--- src/rtl/pfc_pkg.sv ---
package pfc_pkg;
  typedef enum logic [1:0] {
    ACC_RD  = 2'd0,
    ACC_WR  = 2'd1,
    ACC_RSI = 2'd2
  } acc_t;

  typedef enum logic [1:0] {
    CAUSE_NONE = 2'd0,
    CAUSE_USER = 2'd1,
    CAUSE_WR   = 2'd2,
    CAUSE_RSI  = 2'd3
  } cause_t;

  localparam logic [1:0] USER_CPL = 2'd3;

  // code 3 is unused and folds onto a plain read
  function automatic acc_t norm_acc(input logic [1:0] raw);
    case (raw)
      2'd1:    norm_acc = ACC_WR;
      2'd2:    norm_acc = ACC_RSI;
      default: norm_acc = ACC_RD;
    endcase
  endfunction
endpackage

--- src/rtl/pfc_priv_decode.sv ---
module pfc_priv_decode
  import pfc_pkg::*;
(
  input  logic [1:0] cpl_i,
  input  logic       sup_ovr_i,
  input  logic [1:0] acc_raw_i,
  output logic       user_mode_o,
  output acc_t       acc_o
);
  assign user_mode_o = (cpl_i == USER_CPL) && !sup_ovr_i;
  assign acc_o       = norm_acc(acc_raw_i);
endmodule

--- src/rtl/pfc_perm_eval.sv ---
module pfc_perm_eval
  import pfc_pkg::*;
(
  input  logic user_mode_i,
  input  acc_t acc_i,
  input  logic wp_i,
  input  logic ent_user_i,
  input  logic ent_wr_i,
  output logic user_viol_o,
  output logic wr_viol_o,
  output logic rsi_viol_o
);
  logic bad_write;

  assign bad_write   = !ent_wr_i && (user_mode_i || wp_i);
  assign user_viol_o = user_mode_i && !ent_user_i;
  assign wr_viol_o   = (acc_i == ACC_WR) && bad_write;
  assign rsi_viol_o  = (acc_i == ACC_RSI) && bad_write;
endmodule

--- src/rtl/pfc_fault_sel.sv ---
module pfc_fault_sel
  import pfc_pkg::*;
(
  input  logic   user_mode_i,
  input  acc_t   acc_i,
  input  logic   user_viol_i,
  input  logic   wr_viol_i,
  input  logic   rsi_viol_i,
  output logic   fault_o,
  output acc_t   type_o,
  output logic   user_o,
  output cause_t cause_o
);
  always_comb begin
    fault_o = 1'b1;
    type_o  = acc_i;
    cause_o = CAUSE_NONE;
    if (user_viol_i) begin
      cause_o = CAUSE_USER;
    end else if (wr_viol_i) begin
      cause_o = CAUSE_WR;
    end else if (rsi_viol_i) begin
      cause_o = CAUSE_RSI;
      type_o  = ACC_WR;
    end else begin
      fault_o = 1'b0;
      type_o  = ACC_RD;
    end
    user_o = fault_o && user_mode_i;
  end
endmodule

--- src/rtl/pfc_pa_compose.sv ---
module pfc_pa_compose #(
  parameter int PPN_W = 40,
  parameter int OFF_W = 12,
  localparam int PA_W = PPN_W + OFF_W
) (
  input  logic [PPN_W-1:0] ppn_i,
  input  logic [OFF_W-1:0] off_i,
  input  logic             block_i,
  output logic [PA_W-1:0]  pa_o,
  output logic             vld_o
);
  assign vld_o = !block_i;
  assign pa_o  = block_i ? '0 : {ppn_i, off_i};
endmodule

--- src/rtl/page_perm_check.sv ---
module page_perm_check
  import pfc_pkg::*;
#(
  parameter int PPN_W = 40,
  parameter int OFF_W = 12,
  localparam int PA_W = PPN_W + OFF_W
) (
  input  logic [1:0]       acc_type_i,
  input  logic [1:0]       cpl_i,
  input  logic             sup_ovr_i,
  input  logic             wp_i,
  input  logic             ent_user_i,
  input  logic             ent_wr_i,
  input  logic [PPN_W-1:0] ent_ppn_i,
  input  logic [OFF_W-1:0] va_off_i,
  output logic             fault_o,
  output logic [1:0]       fault_type_o,
  output logic             fault_user_o,
  output logic             fault_present_o,
  output logic [1:0]       fault_cause_o,
  output logic [PA_W-1:0]  pa_o,
  output logic             pa_vld_o
);
  logic   user_mode;
  acc_t   acc;
  logic   user_viol, wr_viol, rsi_viol;
  acc_t   rep_type;
  cause_t cause;

  pfc_priv_decode u_dec (
    .cpl_i       (cpl_i),
    .sup_ovr_i   (sup_ovr_i),
    .acc_raw_i   (acc_type_i),
    .user_mode_o (user_mode),
    .acc_o       (acc)
  );

  pfc_perm_eval u_eval (
    .user_mode_i (user_mode),
    .acc_i       (acc),
    .wp_i        (wp_i),
    .ent_user_i  (ent_user_i),
    .ent_wr_i    (ent_wr_i),
    .user_viol_o (user_viol),
    .wr_viol_o   (wr_viol),
    .rsi_viol_o  (rsi_viol)
  );

  pfc_fault_sel u_sel (
    .user_mode_i (user_mode),
    .acc_i       (acc),
    .user_viol_i (user_viol),
    .wr_viol_i   (wr_viol),
    .rsi_viol_i  (rsi_viol),
    .fault_o     (fault_o),
    .type_o      (rep_type),
    .user_o      (fault_user_o),
    .cause_o     (cause)
  );

  pfc_pa_compose #(.PPN_W(PPN_W), .OFF_W(OFF_W)) u_pa (
    .ppn_i   (ent_ppn_i),
    .off_i   (va_off_i),
    .block_i (fault_o),
    .pa_o    (pa_o),
    .vld_o   (pa_vld_o)
  );

  assign fault_type_o    = rep_type;
  assign fault_cause_o   = cause;
  assign fault_present_o = fault_o;
endmodule

--- config.mk ---
export PLATFORM = sky130hd
export DESIGN_NAME = page_perm_check
export DESIGN_NICKNAME = d
export VERILOG_FILES = /design/src/rtl/pfc_pkg.sv /design/src/rtl/pfc_priv_decode.sv /design/src/rtl/pfc_perm_eval.sv /design/src/rtl/pfc_fault_sel.sv /design/src/rtl/pfc_pa_compose.sv /design/src/rtl/page_perm_check.sv
export SDC_FILE = /design/constraint.sdc
export NUM_CORES = 1
export LEC_CHECK = 0
export ABC_AREA = 0
export CAP_MARGIN = 15
export CORE_MARGIN = 2
export CORE_UTILIZATION = 19
export DETAILED_ROUTE_END_ITERATION = 10
export GPL_TIMING_DRIVEN = 0
export PLACE_DENSITY_LB_ADDON = 0.08
export REMOVE_ABC_BUFFERS = 1
export SYNTH_ARGS = -nofsm -noshare
export SYNTH_HDL_FRONTEND = slang
export SYNTH_HIERARCHICAL = 1
export SYNTH_SLANG_ARGS = --single-unit
--- constraint.sdc ---
create_clock -name vclk -period 2.8
set_input_delay 0.28 -clock vclk [all_inputs]
set_output_delay 0.28 -clock vclk [all_outputs]
set_load 0.05 [all_outputs]
==> flow_summary.ini <==
[setup_path]
critPathMaxStageDelay_ps = 530
cp_slowest_cell = clkdlybuf4s15_1
critical-path-top-delay-family = simple AND/OR/NAND/NOR gates
cp.required_ps = 2520
path_buf_inv = 2
cp_max_fo = 28
crit_path_end_kind = primary output
worstSetupStartpointType = input pin
path_cells = clkdlybuf4s50_1 -> and3b_1 -> o21bai_4 -> nor3b_2 -> or3_4 -> nor2b_1 -> clkdlybuf4s15_1
cp.arrival_ps = 2430
critPathKind = input pin to primary output

[synth]
synth_compound_area_share_pct = 5.54
synthMuxAreaShare_pct = 2.27
synth_xor_area_share_pct = 0
synth-simple-area-share_pct = 84.1
synth_area_um2 = 497
syn_area_per_cell_um2 = 6.62
syn_inst = 75
synth_fa_ha_area_share_pct = 0
ys_warn_count = 6
yosysUniqueCellTypes = 13
synth_top_family_by_area = simple AND/OR/NAND/NOR gates
yosysSeqAreaShare_pct = 0

[layout]
regArea_um2 = 0
num-clock-buffers = 0
layout_common_cells = clkdlybuf4s50_1 (61), nor2b_1 (55), clkdlybuf4s15_2 (28), clkdlybuf4s15_1 (13), dlygate4sd2_1 (10)
final_util_pct = 69.1
final_common_cell = clkdlybuf4s50_1
syn2layout_area_growth_pct = 245
final_nets = 252
drive_gt1_share_pct = 22.6
antenna_cells = 0
fin_cells = 220
n_sequential_cell = 0

[min_path]
holdPathEnd = pa_o[1]
min_path_cells = 3
hold_class = input pin to primary output
min-delay-start = va_off_i[1]

[global_routing]
grt_usage_pct = 17.8
grt_pass1_wl_mm = 3.95
first_global_vias = 751
grt_max_degree = 29
antenna_found_initial = 0
grt_overflow = 0

[detailed_routing]
totalWireLength_mm = 3.00
drc = 0
wl_per_cell_um = 13.6
ant_nets = 0
dr.pass1.iters = 4
avgViaCountPerCell = 4.10
vias = 903
drt-initial-drc-count = 5

[sta]
final.min_clock_period_ps = 2710
tightest_slew_ps = 532
slew_headroom_pct = 64.7
finalSetupViolations = 0
fmax_mhz = 369
whs_ps = 1310
slew_violations = 0
final_hold_viol_count = 0
min_period_over_period_pct = 96.9

[die]
io_pins = 120
die_w_um = 55.1
row_count = 18
coreArea_um2 = 2480
start_util_pct = 20.1
die_area_um2 = 3040
fp.dieH_um = 55.1

[flow_run]
max_cap_violations = 0

[placed_design]
port_buffers = 120
place_congestion = 0.732
placedCellCount = 219
hpwlAfterDp_mm = 2.48

[power_and_ir_drop]
peakVddDrop_mv = 0.192
power_density_nw_per_um2 = 280
p_leak_uw = 0.000752

[clock_tree]
hold_buffers = 0

[outcome]
outcome = complete, no violations
-- how the worst max path moves through the flow --
stage               from           end  slack [ps]  cells past startpoint
5_1_grt        sup_ovr_i      pa_o[49]          -4                      7
3_3_place_gp    cpl_i[1]  fault_user_o        -320                      7
2_1_floorplan   cpl_i[1]       pa_o[0]         350                      5
3_5_place_dp    cpl_i[1]  fault_user_o        -380                      7
6_report       sup_ovr_i      pa_o[49]          90                      7
4_1_cts         cpl_i[1]  fault_user_o           1                      7
-- layout make-up --
type,count,area (um2)
Timing Repair Buffer,120,1200
Fill cell,209,766
Multi-Input combinational cell,68,468
Tap cell,30,37.5
Inverter,2,7.51
-- per-layer routing --
layer	track usage (%)	routed length (um)	vias to the layer above
met2	34.9	1550	54
met3	3.76	339	2
met5	0	0	-
li1	-	-	457
met4	0.813	12	0
met1	20.5	1090	390
-- logic make-up (layout without fill, tap and decap cells) --
group,Yosys count,count (layout)
buffers and inverters,8,122
AND/OR/NAND/NOR,64,65
multiplexers,1,1
AO/OA/AOI/OAI,2,2
-- where the power goes --
part           internal (uW)  leakage (uW)  total, uW  switching [uW]
Sequential                 0             0          0               0
Combinational            178      0.000752        480             302
Clock                      0             0          0               0
Total                    178      0.000752        480             302
-- cell usage after synthesis (all sizes together) --
library cell,n,area (um2)
a21o,1,8.76
and2,1,8.76
and2b,1,8.76
and3b,1,8.76
buf,6,32.5
inv,2,7.51
mux2,1,11.3
nor2,3,11.3
nor2b,55,344
nor3b,2,25.0
o21bai,1,18.8
or3,1,11.3
-- stage by stage --
stage / setup slack [ps] / TNS (ps) / instance area (um2) / total power (uW)
3_3_place_gp: -319 / -14490 / 1700 / 504
2_1_floorplan: 346 / 0 / 464 / 295
5_1_grt: -4.43 / -4.43 / 1710 / 502
6_report: 86.8 / 0 / 1710 / 480
4_1_cts: 1.12 / 0 / 1710 / 480
3_5_place_dp: -378 / -16780 / 1700 / 509
-- what timing repair did --
action                     CTS  global route
setup endpoints to repair   56            45
gates cloned                 1             0
pin swaps                    1             0
gates resized for setup    113            28
setup buffers                0             0
(Power assumes the default switching activity.)
